`src/rtl/hbh_pkg.sv`:
```
package hbh_pkg;
  typedef enum logic [1:0] {
    TGT_REG  = 2'd0,
    TGT_IBUF = 2'd1,
    TGT_MEM  = 2'd2,
    TGT_FIFO = 2'd3
  } tgt_e;

  typedef enum logic [2:0] {
    ST_IDLE,
    ST_EN,
    ST_RDY,
    ST_HOLD,
    ST_REL
  } hs_state_e;

  function automatic int max2(input int a, input int b);
    return (a > b) ? a : b;
  endfunction
endpackage

```
`src/rtl/hbh_sync.sv`:
```
module hbh_sync #(
  parameter int W = 4
) (
  input  logic         clk,
  input  logic         rst_n,
  input  logic [W-1:0] d,
  output logic [W-1:0] q
);
  for (genvar i = 0; i < W; i++) begin : g_bit
    logic st1, st2;
    always_ff @(posedge clk or negedge rst_n) begin
      if (!rst_n) begin
        st1 <= 1'b1;
        st2 <= 1'b1;
      end else begin
        st1 <= d[i];
        st2 <= st1;
      end
    end
    assign q[i] = st2;
  end
endmodule

```
`src/rtl/hbh_delay.sv`:
```
module hbh_delay #(
  parameter int CW       = 4,
  parameter int WR_EN    = 2,
  parameter int RD_EN    = 3,
  parameter int WR_REG   = 2,
  parameter int WR_IBUF  = 2,
  parameter int WR_MEM   = 8,
  parameter int WR_FIFO  = 5,
  parameter int RD_REG   = 1,
  parameter int RD_IBUF  = 4,
  parameter int RD_MEM   = 7,
  parameter int RD_FIFO  = 4
) (
  input  logic          is_wr,
  input  logic [1:0]    tgt,
  output logic [CW-1:0] en_load,
  output logic [CW-1:0] rdy_load
);
  import hbh_pkg::*;

  // counter loads: edges after detection minus two, edges to ready minus one
  localparam logic [CW-1:0] WE = CW'(WR_EN - 2);
  localparam logic [CW-1:0] RE = CW'(RD_EN - 2);

  always_comb begin
    en_load = is_wr ? WE : RE;
    unique case (tgt_e'(tgt))
      TGT_REG:  rdy_load = is_wr ? CW'(WR_REG - 1)  : CW'(RD_REG - 1);
      TGT_IBUF: rdy_load = is_wr ? CW'(WR_IBUF - 1) : CW'(RD_IBUF - 1);
      TGT_MEM:  rdy_load = is_wr ? CW'(WR_MEM - 1)  : CW'(RD_MEM - 1);
      default:  rdy_load = is_wr ? CW'(WR_FIFO - 1) : CW'(RD_FIFO - 1);
    endcase
  end
endmodule

```
`src/rtl/hbus_handshake.sv`:
```
module hbus_handshake
  import hbh_pkg::*;
#(
  parameter int WR_EN    = 2,
  parameter int RD_EN    = 3,
  parameter int WR_REG   = 2,
  parameter int WR_IBUF  = 2,
  parameter int WR_MEM   = 8,
  parameter int WR_FIFO  = 5,
  parameter int RD_REG   = 1,
  parameter int RD_IBUF  = 4,
  parameter int RD_MEM   = 7,
  parameter int RD_FIFO  = 4,
  parameter int NTGT     = 4
) (
  input  logic            clk,
  input  logic            rst_n,
  input  logic            mode_ds,
  input  logic            wr_n,
  input  logic            rd_n,
  input  logic            uds_n,
  input  logic            lds_n,
  input  logic            rnw,
  input  logic [1:0]      tgt,
  output logic            buf_en_n,
  output logic            buf_dir_n,
  output logic            rdy_n,
  output logic            rdy_oe,
  output logic            wr_cap,
  output logic            rd_drive,
  output logic [NTGT-1:0] tgt_sel,
  output logic [1:0]      byte_en
);
  localparam int MAXD = max2(max2(max2(WR_MEM, WR_FIFO), max2(RD_MEM, RD_FIFO)),
                             max2(max2(WR_REG, WR_IBUF), max2(max2(RD_REG, RD_IBUF),
                                                              max2(WR_EN, RD_EN))));
  localparam int CW = $clog2(MAXD + 1);

  logic [3:0] s_in;
  hbh_sync #(.W(4)) u_sync (
    .clk(clk), .rst_n(rst_n),
    .d({wr_n, rd_n, uds_n, lds_n}),
    .q(s_in)
  );

  logic s_wr, s_rd, s_uds, s_lds;
  assign {s_wr, s_rd, s_uds, s_lds} = s_in;

  logic ds_any, act_wr, act_rd;
  assign ds_any = ~s_uds | ~s_lds;
  assign act_wr = mode_ds ? (ds_any & ~rnw) : ~s_wr;
  assign act_rd = mode_ds ? (ds_any & rnw)  : ~s_rd;

  hs_state_e     st;
  logic          is_wr;
  logic [1:0]    lat_tgt;
  logic [1:0]    lat_be;
  logic [CW-1:0] cnt;
  logic          cur_act;
  assign cur_act = is_wr ? act_wr : act_rd;

  logic          lut_wr;
  logic [1:0]    lut_tgt;
  logic [CW-1:0] en_load, rdy_load;
  assign lut_wr  = (st == ST_IDLE) ? act_wr : is_wr;
  assign lut_tgt = (st == ST_IDLE) ? tgt : lat_tgt;

  hbh_delay #(
    .CW(CW), .WR_EN(WR_EN), .RD_EN(RD_EN),
    .WR_REG(WR_REG), .WR_IBUF(WR_IBUF), .WR_MEM(WR_MEM), .WR_FIFO(WR_FIFO),
    .RD_REG(RD_REG), .RD_IBUF(RD_IBUF), .RD_MEM(RD_MEM), .RD_FIFO(RD_FIFO)
  ) u_delay (
    .is_wr(lut_wr), .tgt(lut_tgt), .en_load(en_load), .rdy_load(rdy_load)
  );

  always_ff @(posedge clk or negedge rst_n) begin
    if (!rst_n) begin
      st        <= ST_IDLE;
      is_wr     <= 1'b0;
      lat_tgt   <= '0;
      lat_be    <= '0;
      cnt       <= '0;
      buf_en_n  <= 1'b1;
      buf_dir_n <= 1'b1;
      rdy_n     <= 1'b1;
      rdy_oe    <= 1'b0;
      wr_cap    <= 1'b0;
      rd_drive  <= 1'b0;
    end else begin
      unique case (st)
        ST_IDLE: begin
          if (act_wr || act_rd) begin
            is_wr   <= act_wr;
            lat_tgt <= tgt;
            lat_be  <= mode_ds ? {~s_uds, ~s_lds} : 2'b11;
            cnt     <= en_load;
            st      <= ST_EN;
          end
        end
        ST_EN: begin
          if (!cur_act) begin
            st <= ST_IDLE;
          end else if (cnt == '0) begin
            buf_en_n  <= 1'b0;
            buf_dir_n <= ~is_wr;
            rdy_oe    <= 1'b1;
            cnt       <= rdy_load;
            if (!is_wr && rdy_load == '0) rd_drive <= 1'b1;
            st        <= ST_RDY;
          end else begin
            cnt <= cnt - 1'b1;
          end
        end
        ST_RDY: begin
          if (!cur_act) begin
            buf_en_n  <= 1'b1;
            buf_dir_n <= 1'b1;
            rdy_oe    <= 1'b0;
            rd_drive  <= 1'b0;
            st        <= ST_IDLE;
          end else if (cnt == '0) begin
            rdy_n  <= 1'b0;
            wr_cap <= is_wr;
            st     <= ST_HOLD;
          end else begin
            cnt <= cnt - 1'b1;
            if (!is_wr && cnt == CW'(1)) rd_drive <= 1'b1;
          end
        end
        ST_HOLD: begin
          wr_cap <= 1'b0;
          if (!cur_act) begin
            rdy_n <= 1'b1;
            st    <= ST_REL;
          end
        end
        default: begin
          buf_en_n  <= 1'b1;
          buf_dir_n <= 1'b1;
          rdy_oe    <= 1'b0;
          rd_drive  <= 1'b0;
          st        <= ST_IDLE;
        end
      endcase
    end
  end

  logic busy;
  assign busy    = (st != ST_IDLE);
  assign byte_en = busy ? lat_be : 2'b00;

  for (genvar k = 0; k < NTGT; k++) begin : g_sel
    assign tgt_sel[k] = busy && (lat_tgt == k[1:0]);
  end

  // direction can only point inward while the buffers are enabled
  a_r2_dir_needs_en: assert property (@(posedge clk) disable iff (!rst_n)
    !buf_dir_n |-> !buf_en_n);
  // ready is never low while its pin floats
  a_r7_rdy_driven: assert property (@(posedge clk) disable iff (!rst_n)
    !rdy_n |-> rdy_oe);
  // one edge after ready rises the buffers are closed
  a_r7_release_next: assert property (@(posedge clk) disable iff (!rst_n)
    $rose(rdy_n) |=> (buf_en_n && !rdy_oe));
  // capture pulse coincides with the falling edge of ready
  a_r6_cap_on_rdy: assert property (@(posedge clk) disable iff (!rst_n)
    wr_cap |-> $fell(rdy_n));
  // read drive only with an enabled buffer pointing outward
  a_r6_drive_dir: assert property (@(posedge clk) disable iff (!rst_n)
    rd_drive |-> (buf_dir_n && !buf_en_n));
  // target select is one-hot or empty
  a_r10_sel_onehot: assert property (@(posedge clk) disable iff (!rst_n)
    $onehot0(tgt_sel));
endmodule

```
`config.mk`:
```
export PLATFORM = sky130hd
export DESIGN_NAME = hbus_handshake
export DESIGN_NICKNAME = d
export VERILOG_FILES = /design/src/rtl/hbh_pkg.sv /design/src/rtl/hbh_sync.sv /design/src/rtl/hbh_delay.sv /design/src/rtl/hbus_handshake.sv
export SDC_FILE = /design/constraint.sdc
export NUM_CORES = 1
export LEC_CHECK = 0
export BUFFER_PORTS_ARGS = -buffer_cell sky130_fd_sc_hd__buf_2
export CAP_MARGIN = 30
export CORE_UTILIZATION = 33
export CTS_CLUSTER_SIZE = 20
export DETAILED_ROUTE_END_ITERATION = 6
export PLACE_DENSITY = 0.53
export SYNTH_ARGS = -nofsm -noshare
export SYNTH_HDL_FRONTEND = slang
export SYNTH_SLANG_ARGS = --single-unit
```
`constraint.sdc`:
```
create_clock -name clk -period 2.1 [get_ports clk]
set_input_delay 0.42 -clock clk [delete_from_list [all_inputs] [get_ports clk]]
set_output_delay 0.42 -clock clk [all_outputs]
set_load 0.05 [all_outputs]
```
==> run_results.csv, run 1 <==
group,metric,value,unit
status,status,"finished clean",
power_and_ir_drop,irDropWorstVdd,0.000897,V
detailed_routing,drtPass1Iterations,4,
cts,cts.sinks,26,
final_layout,final_nets,178,
logic_synthesis,ys_types,51,
logic_synthesis,yosysWarnings,0,
worst_setup_path,cp.required,2.27,ns
logic_synthesis,mappedNetlistNets,151,
logic_synthesis,ys_ff_latch,26,
worst_setup_path,regToRegSetupSlack,0.12,ns
worst_hold_path,hold_path_class,"in -> async",
die,die-area,0.00462,mm^2
detailed_routing,routed_wl,3310,um
sta,fin_skew,0.00489,ns
global_routing,first_global_vias,1143,
cts,htree_levels,1,
sta,setup_viol,0,
placement,gp_congestion,0.900,
placement,port_buffers,21,
power_and_ir_drop,p_leak,0.750,nW
placement,dp_slack,0.0208,ns
detailed_routing,viasPerCell,5.35,
worst_setup_path,worst-setup-path-type,"reg -> reg",
logic_synthesis,postSynthCellCount,138,
power_and_ir_drop,p_sw_frac,0.467,
sta,worstMarginPinSlew,0.605,ns
global_routing,grt_max_degree,27,
cts,numCtsBuffers,3,
sta,finalSetupTns,0,ns
job,max-cap-violations,0,
die,rows,23,
final_layout,drive_above_1_share,0.378,
final_layout,finalNonFillerCells,214,
logic_synthesis,ys_seq_area_frac,0.463,
sta,max_freq,0.505,GHz
detailed_routing,drcViolationCount,0,
logic_synthesis,synth_area,0.00144,mm^2
placement,detailed_place_hpwl,2450,um
cts,tritoncts,"built",
worst_setup_path,rr_worst_depth,7,
placement,placed_cells,210,
power_and_ir_drop,pwr-share-seq,0.271,
logic_synthesis,synthArstFlopShare,1.00,
logic_synthesis,synth-main-ff-cell,"dfrtp_1",
cts,clk_latency,0.28,ns
global_routing,antenna_found_initial,0,
worst_setup_path,cp_max_fo,6,
global_routing,grt-ovfl-total,0,
power_and_ir_drop,p_sw,1.44,mW
worst_setup_path,start_kind,"register",
power_and_ir_drop,comb_power_share,0.608,
cts,root_buffer,"clkbuf_8",
sta,relSlewSlack,0.596,
sta,slew_violations,0,
power_and_ir_drop,pwr-share-clk,0.121,
detailed_routing,wl_met2,1600,um
worst_setup_path,cp-end-kind,"register",
die,die_w,67.9,um
die,io_pins,22,
sta,fin_crit,1.98,ns
detailed_routing,drtIter0Drc,58,
worst_setup_path,rr_endpoint,"cnt[1]",
power_and_ir_drop,internal_power,1.64,mW
detailed_routing,met1_length,1530,um
sta,grt_setup_unrepaired,"yes",
detailed_routing,met3_wirelength,116,um
sta,period_share,0.944,
global_routing,grt_pass1_wl,5600,um
detailed_routing,postRouteAntennaNets,0,
detailed_routing,route.vias.total,1145,
logic_synthesis,synth_edf_count,0,
cts,cts_max_path_buffers,2,
die,start_util,0.351,
power_and_ir_drop,cellPowerDensity,1800,mW/mm^2
worst_setup_path,r2r_start,"cnt[0]",
final_layout,synthToLayoutAreaGrowth,19.6,%
worst_setup_path,crit_arrival,2.15,ns
global_routing,track_usage,0.164,
logic_synthesis,syn_avg_cell_area,10.4,um^2
die,die_height,67.9,um
die,core,0.00409,mm^2
detailed_routing,top_layer,"met4",
worst_setup_path,crit_path_start,"cnt[0]",
final_layout,diodes,0,
cts,hold_buffers,0,
sta,worst_slack,0.118,ns
power_and_ir_drop,p_total,3.09,mW
cts,clkSlewWorstSetupHoldPaths,0.09,ns
detailed_routing,wl_per_cell,15.5,um
sta,finalHoldViolations,0,
[per-stage QoR]
stage	cell area [um^2]	util	hold slack (ns)
2_1_floorplan	1440	-	0.124
3_3_place_gp	1630	0.399	0.347
3_5_place_dp	1630	0.399	0.348
4_1_cts	1700	0.415	0.153
5_1_grt	1720	0.420	0.185
6_report	1720	0.420	0.124
[critical path: stages (launching register included)]
cell	delay, ns
dfrtp_2	0.45
inv_1	0.09
ha_1	0.16
or3b_4	0.43
a21boi_4	0.23
o22a_1	0.16
o21ai_0	0.08
mux2_4	0.26
[kinds of logic after synthesis]
group                      synth area share
and+or+nand+nor                       0.183
AOI/OAI and AO/OA                     0.199
DFF                                   0.463
buffers and inverters                0.0401
muxes                                0.0828
adders and majority gates            0.0262
xor gates and xnor gates            0.00610
[area by class of cell]
class | count | area (um^2)
clock buffer | 4 | 66.3
fill | 417 | 2370
inverter | 5 | 18.8
multi-input combinational | 100 | 738
sequential | 26 | 666
tap | 50 | 62.6
timing repair buffer | 29 | 165
[worst max-delay path by stage]
stage | end | cells after the start | slack [ns]
finish | cnt[1] | 7 | 0.12
global route | cnt[1] | 7 | -0.02
CTS | cnt[1] | 7 | 0.006
detailed placement | cnt[1] | 7 | 0.02
global placement | cnt[1] | 7 | 0.12
floorplan | tgt_sel[0] | 3 | 0.02
[repair_timing]
action | 4_1_cts | 5_1_grt
gates resized for setup | 0 | 5
hold endpoints to repair | 0 | 0
endpoints found under the setup margin | 0 | 5
buffers inserted | 0 | 0
[registers in the layout, indices dropped and copies added (netlist names)]
signal,cells
buf_dir_n,1
buf_en_n,1
wr_cap,1
rdy_n,1
lat_tgt,2
rdy_oe,1
cnt,4
st,3
rd_drive,1
u_sync.g_bit.st1,4
lat_be,2
is_wr,1
u_sync.g_bit.st2,4
[placed cells by master (no fill, tap or decap), types with 4 or more instances in the layout]
cell type	Yosys	routed
a21oi_1	5	5
buf_2	4	21
buf_4	2	8
dfrtp_1	15	14
dfstp_2	11	11
inv_1	5	5
mux2_2	4	4
nand2_1	9	9
nand2b_1	4	4
nand3_1	4	4
nor2_1	10	10
nor3_1	6	5
o21ai_0	6	6
[per-layer routing]
metal,up-vias,global-route usage
met5,-,0
met3,8,0.0250
met2,29,0.270
met1,547,0.219
met4,0,0.0495
li1,561,-
[synth_stat cells, drive strengths merged, types with 2 or more instances]
cell     count  area, um^2
a2111oi      2        25.0
a21o         2        15.0
a21oi        5        25.0
a22o         2        17.5
a31oi        3        18.8
and2         3        21.3
buf          6        35.0
dfrtp       15         375
dfstp       11         289
ha           3        37.5
inv          5        18.8
mux2         7        86.3
nand2        9        33.8
nand2b       4        25.0
nand3        4        20.0
nor2        10        37.5
nor3         7        40.0
nor3b        4        35.0
o211ai       3        22.5
o21a         2        15.0
o21ai        8        40.0
o22a         2        17.5
or3b         2        17.5
[power groups by stage]
stage	Clock [mW]	Sequential (mW)	Combinational [mW]
after floorplan	0	0.987	1.25
after global placement	0	0.829	1.80
after detailed placement	0	0.837	1.83
after CTS	0.386	0.831	1.83
after global routing	0.401	0.864	2.04
final	0.373	0.837	1.88
(Power assumes the default switching activity.)
==> run 2, diff against run 1 <==
- CAP_MARGIN: 30 -> 40
- CTS_BUF_LIST: not set -> sky130_fd_sc_hd__clkbuf_2
==> run 2 against run 1 <==
- the run now ends with hold timing left
- die area did not move
- non-clock buffer count is 6 higher
- critical path depth shrank 4
- power up 4.0%
- global-route usage is 0.46 points higher
- hold slack got worse by 0.14 ns
- cell count increased by 3.3%
- largest power group unchanged
- highest routed layer unchanged
==> run_results.csv, run 2 (same netlist as run 1, synthesis figures left out) <==
group,metric,value,unit
status,status,"finished with violations",
status,violations,"hold timing",
sta,grt_setup_unrepaired,"yes",
sta,worstMarginPinSlew,0.631,ns
placement,dp_slack,0.0208,ns
sta,max_freq,0.489,GHz
sta,period_share,0.973,
worst_setup_path,start_kind,"register",
worst_setup_path,cp.required,1.68,ns
final_layout,drive_above_1_share,0.415,
worst_setup_path,crit_arrival,1.62,ns
power_and_ir_drop,pwr-share-clk,0.101,
placement,gp_congestion,0.900,
final_layout,n_fill_cell,414,
power_and_ir_drop,p_sw_frac,0.462,
worst_hold_path,hold_path_class,"in -> async",
final_layout,synthToLayoutAreaGrowth,24.0,%
placement,detailed_place_hpwl,2450,um
final_layout,final_cell_mix,"16 x buf_2, 16 x buf_4, 14 x dfrtp_1",
detailed_routing,drtPass1Iterations,4,
worst_setup_path,cp_slowest_stage_delay,0.46,ns
job,max-cap-violations,0,
power_and_ir_drop,comb_power_share,0.637,
sta,holdWs,-0.0149,ns
power_and_ir_drop,cellPowerDensity,1810,mW/mm^2
worst_setup_path,worstPathCellList,"or3_4 -> and2_1 -> buf_2",
power_and_ir_drop,p_sw,1.48,mW
worst_setup_path,slowest_stage,"dfrtp_1",
sta,finalHoldViolations,10,
final_layout,reg_top3,"cnt (4), u_sync.g_bit.st1 (4), u_sync.g_bit.st2 (4)",
final_layout,diodes,0,
placement,dpl_cell_area,0.00163,mm^2
detailed_routing,routed_wl,3450,um
detailed_routing,postRouteAntennaNets,0,
power_and_ir_drop,irDropWorstVdd,0.000949,V
placement,port_buffers,21,
worst_setup_path,cp-end-kind,"primary output",
cts,root_buffer,"clkbuf_2",
worst_setup_path,worst-setup-path-type,"reg -> out",
cts,cts.sinks,26,
global_routing,track_usage,0.168,
detailed_routing,drcViolationCount,0,
final_layout,finalNonFillerCells,221,
placement,placed_cells,210,
die,die-area,0.00462,mm^2
sta,worst_slack,0.0557,ns
global_routing,first_global_vias,1204,
sta,fin_skew,0.0127,ns
sta,slew_violations,0,
final_layout,final-seq-area,666,um^2
die,die_height,67.9,um
cts,clkSlewWorstSetupHoldPaths,0.27,ns
detailed_routing,route.vias.total,1174,
power_and_ir_drop,p_leak,0.781,nW
global_routing,met1_usage,0.217,
detailed_routing,wl_per_cell,15.6,um
worst_setup_path,cp_max_fo,5,
cts,htree_levels,1,
final_layout,design_area,0.00178,mm^2
global_routing,top_usage_layer,"met2",
detailed_routing,drtIter0Drc,39,
die,die_w,67.9,um
sta,fin_crit,2.04,ns
power_and_ir_drop,internal_power,1.73,mW
cts,tritoncts,"built",
global_routing,antenna_found_initial,0,
detailed_routing,viasPerCell,5.31,
global_routing,grt-ovfl-total,0,
global_routing,grt_pass1_wl,5740,um
die,io_pins,22,
sta,setup_viol,0,
final_layout,multiInputGateArea,753,um^2
cts,clk_latency,0.37,ns
final_layout,final_nets,185,
die,core,0.00409,mm^2
global_routing,grtUsageMet3,0.0283,
sta,finalSetupTns,0,ns
die,rows,23,
die,start_util,0.351,
power_and_ir_drop,pwr-share-seq,0.262,
cts,cts_max_path_buffers,2,
cts,numCtsBuffers,3,
global_routing,grt_max_degree,27,
global_routing,met2_usage,0.266,
sta,relSlewSlack,0.579,
[run 2: cell types whose count changed in the layout (fill, tap and decap cells not counted)]
| cell | previous run | this run |
|---|---|---|
| clkbuf_2 | 0 | 3 |
| buf_6 | 0 | 3 |
| buf_2 | 21 | 16 |
| nor3_1 | 5 | 4 |
| buf_4 | 8 | 16 |
| bufinv_16 | 0 | 1 |
| clkbuf_8 | 3 | 0 |
| clkbuf_16 | 1 | 0 |
| or3_2 | 0 | 1 |
| nor3_2 | 2 | 3 |
| nand2_1 | 9 | 8 |
| nand2_2 | 0 | 1 |
[run 2: repair_timing]
item                       CTS  global route
setup buffers                0             6
gates resized for setup      2            18
cloned                       0             1
setup endpoints to repair    5             9
hold buffers                 0             0
pin swaps                    0             1
[run 2: cell type report]
class                      instances  area share
inverter                           5      0.0105
sequential                        26       0.374
clock buffer                       3     0.00844
timing repair buffer              35       0.132
clock inverter                     1      0.0169
multi-input combinational        101       0.423
tap                               50      0.0352
[run 2: path summary, 6_finish.rpt]
kind | start | end | slack [ns] | cells after the start
max | st[0] | byte_en[1] | 0.06 | 3
min | rst_n | st[1] | -0.01 | 1
max reg2reg | st[0] | lat_be[1] | 0.11 | 5
min reg2reg | u_sync.g_bit[0].st1 | u_sync.g_bit[0].st2 | 0.37 | 0
max in group asynchronous | rst_n | cnt[0] | 1.72 | 1
min in group clk | uds_n | u_sync.g_bit[1].st1 | 0.11 | 1
[run 2: power by group through the flow]
| stage | Combinational [mW] | Clock [mW] | Sequential [mW] |
|---|---|---|---|
| finish | 2.04 | 0.326 | 0.841 |
| global placement | 1.80 | 0 | 0.829 |
| global route | 2.22 | 0.350 | 0.868 |
| detailed placement | 1.83 | 0 | 0.837 |
| CTS | 1.86 | 0.331 | 0.831 |
| floorplan | 1.25 | 0 | 0.987 |
[run 2: through the flow]
stage,total power [mW],hold slack (ns),util
detailed placement,2.67,0.348,0.399
floorplan,2.23,0.124,-
global route,3.44,0.0177,0.435
global placement,2.63,0.347,0.399
CTS,3.02,0.0134,0.413
finish,3.21,-0.0149,0.435
[run 2: metal layers]
layer  up-vias  part of all wire
met3        11             0.032
met2        32              0.48
met1       557              0.46
met4         0             0.028
met5         -                 0
li1        574                 -
[run 2: worst max-delay path, delay by kind of cell (launching register included)]
| kind | cells | cell delay (ns) |
|---|---|---|
| AND/OR/NAND/NOR | 2 | 0.60 |
| flip-flops | 1 | 0.46 |
| buffers and inverters | 1 | 0.20 |
==> run 3, diff against run 2 <==
- PLACE_DENSITY: 0.53 -> not set
- PLACE_DENSITY_LB_ADDON: not set -> 0.1
==> run 3 against run 2 <==
- the flow now finishes without violations
- clock skew hardly changed
- largest power group unchanged
- count of clock-buffer cells in the layout is 1 higher
- routed wire length is 11% lower
- largest cell class unchanged
- register-to-register slack better by 0.03 ns
- non-clock buffer count is 5 lower
- clock power is 42% lower
- highest routed layer unchanged
- sequential share of layout area is 1.6 points higher
==> run_results.csv, run 3 (same netlist as run 1, synthesis figures left out) <==
group,metric,value,unit
global_routing,grt_max_degree,27,
sta,relSlewSlack,0.581,
sta,slew_violations,0,
placement,detailed_place_hpwl,2250,um
final_layout,final_nets,179,
final_layout,final_cell_mix,"15 x dfrtp_1, 15 x buf_2, 12 x buf_4",
worst_setup_path,rr_worst_depth,6,
worst_setup_path,cp.required,1.68,ns
job,max-cap-violations,0,
die,start_util,0.351,
worst_setup_path,worst-setup-path-type,"reg -> out",
worst_setup_path,crit_arrival,1.56,ns
status,status,"finished clean",
final_layout,drive_above_1_share,0.376,
global_routing,first_global_vias,1127,
final_layout,multiInputGateArea,738,um^2
sta,max_freq,0.505,GHz
detailed_routing,drcViolationCount,0,
placement,gp_congestion,0.871,
global_routing,track_usage,0.152,
die,die_w,67.9,um
cts,root_buffer,"clkbuf_2",
final_layout,n_fill_cell,405,
cts,cts.sinks,26,
detailed_routing,postRouteAntennaNets,0,
sta,period_share,0.943,
die,core,0.00409,mm^2
sta,fin_crit,1.98,ns
cts,hold_buffers,0,
placement,dp_slack,0.0561,ns
power_and_ir_drop,comb_power_share,0.656,
sta,fin_skew,0.0124,ns
die,die-area,0.00462,mm^2
cts,clk_latency,0.34,ns
global_routing,grt_pass1_wl,5170,um
global_routing,antenna_found_initial,0,
sta,setup_viol,0,
power_and_ir_drop,pwr-share-clk,0.064,
worst_setup_path,rr_endpoint,"cnt[1]",
power_and_ir_drop,p_sw_frac,0.475,
worst_setup_path,crit_path_start,"st[0]",
cts,clkSlewWorstSetupHoldPaths,0.23,ns
final_layout,synthToLayoutAreaGrowth,18.7,%
detailed_routing,drtPass1Iterations,4,
final_layout,final_util,0.417,
global_routing,grt-ovfl-total,0,
worst_setup_path,r2r_start,"st[0]",
sta,worstMarginPinSlew,0.627,ns
cts,tritoncts,"built",
placement,placed_cells,210,
die,rows,23,
cts,cts_max_path_buffers,2,
detailed_routing,route.vias.total,1108,
final_layout,diodes,0,
worst_setup_path,regToRegSetupSlack,0.14,ns
detailed_routing,viasPerCell,5.15,
detailed_routing,routed_wl,3080,um
power_and_ir_drop,p_leak,0.743,nW
sta,finalHoldViolations,0,
worst_hold_path,hold_path_class,"in -> async",
cts,numCtsBuffers,3,
final_layout,reg_top3,"cnt (4), u_sync.g_bit.st1 (4), u_sync.g_bit.st2 (4)",
power_and_ir_drop,p_sw,1.40,mW
worst_setup_path,cp_max_fo,7,
final_layout,final-seq-area,664,um^2
detailed_routing,wl_per_cell,14.3,um
cts,htree_levels,1,
sta,worst_slack,0.119,ns
sta,grt_setup_unrepaired,"yes",
worst_setup_path,start_kind,"register",
power_and_ir_drop,pwr-share-seq,0.279,
worst_setup_path,cp-end-kind,"primary output",
die,io_pins,22,
power_and_ir_drop,cellPowerDensity,1730,mW/mm^2
die,die_height,67.9,um
detailed_routing,drtIter0Drc,32,
placement,port_buffers,21,
power_and_ir_drop,internal_power,1.55,mW
power_and_ir_drop,irDropWorstVdd,0.000567,V
final_layout,finalNonFillerCells,215,
-- run 3: worst max path at each step --
stage	slack [ns]	depth (start not counted)	to
3_5_place_dp	0.06	7	cnt[1]
5_1_grt	-0.01	5	tgt_sel[0]
4_1_cts	0.002	3	tgt_sel[3]
6_report	0.12	3	tgt_sel[3]
2_1_floorplan	0.02	3	tgt_sel[0]
3_3_place_gp	0.13	7	cnt[1]
-- run 3: metal layers --
layer  global-route usage  routed length, um  vias to the layer above
li1                     -                  -                      558
met1                0.197               1500                      529
met2                0.238               1420                       17
met3               0.0317                 94                        4
met4               0.0781                 61                        0
met5                    0                  0                        -
-- run 3: power by group through the flow --
stage	clock network (mW)	registers, mW	logic, mW
3_5_place_dp	0	0.834	1.80
6_report	0.190	0.823	1.93
5_1_grt	0.233	0.856	2.10
3_3_place_gp	0	0.831	1.80
2_1_floorplan	0	0.987	1.25
4_1_cts	0.211	0.826	1.83
-- run 3: critical path: stages (launching register included) --
cell     delay (ns)
dfrtp_1        0.43
or3_4          0.44
and3_1         0.21
buf_6          0.15
-- run 3: repair_timing --
| action | CTS | global route |
|---|---|---|
| setup buffers | 0 | 1 |
| endpoints found under the setup margin | 4 | 7 |
| resized for setup | 2 | 16 |
| pin swaps | 0 | 1 |
-- run 3: layout make-up --
class                           instances  area share
Timing Repair Buffer                   30       0.117
Sequential cell                        26       0.390
Tap cell                               50      0.0367
Clock buffer                            4      0.0118
Inverter                                5      0.0110
Multi-Input combinational cell        100       0.434
-- run 3: per-stage QoR --
step,total power [mW],instance area [um^2],hold slack [ns],setup TNS (ns)
floorplan,2.23,1440,0.124,0
global placement,2.64,1630,0.348,0
detailed placement,2.64,1630,0.349,0
CTS,2.87,1660,0.0262,0
global route,3.19,1700,0.0269,-0.0289
finish,2.95,1700,0.0405,0
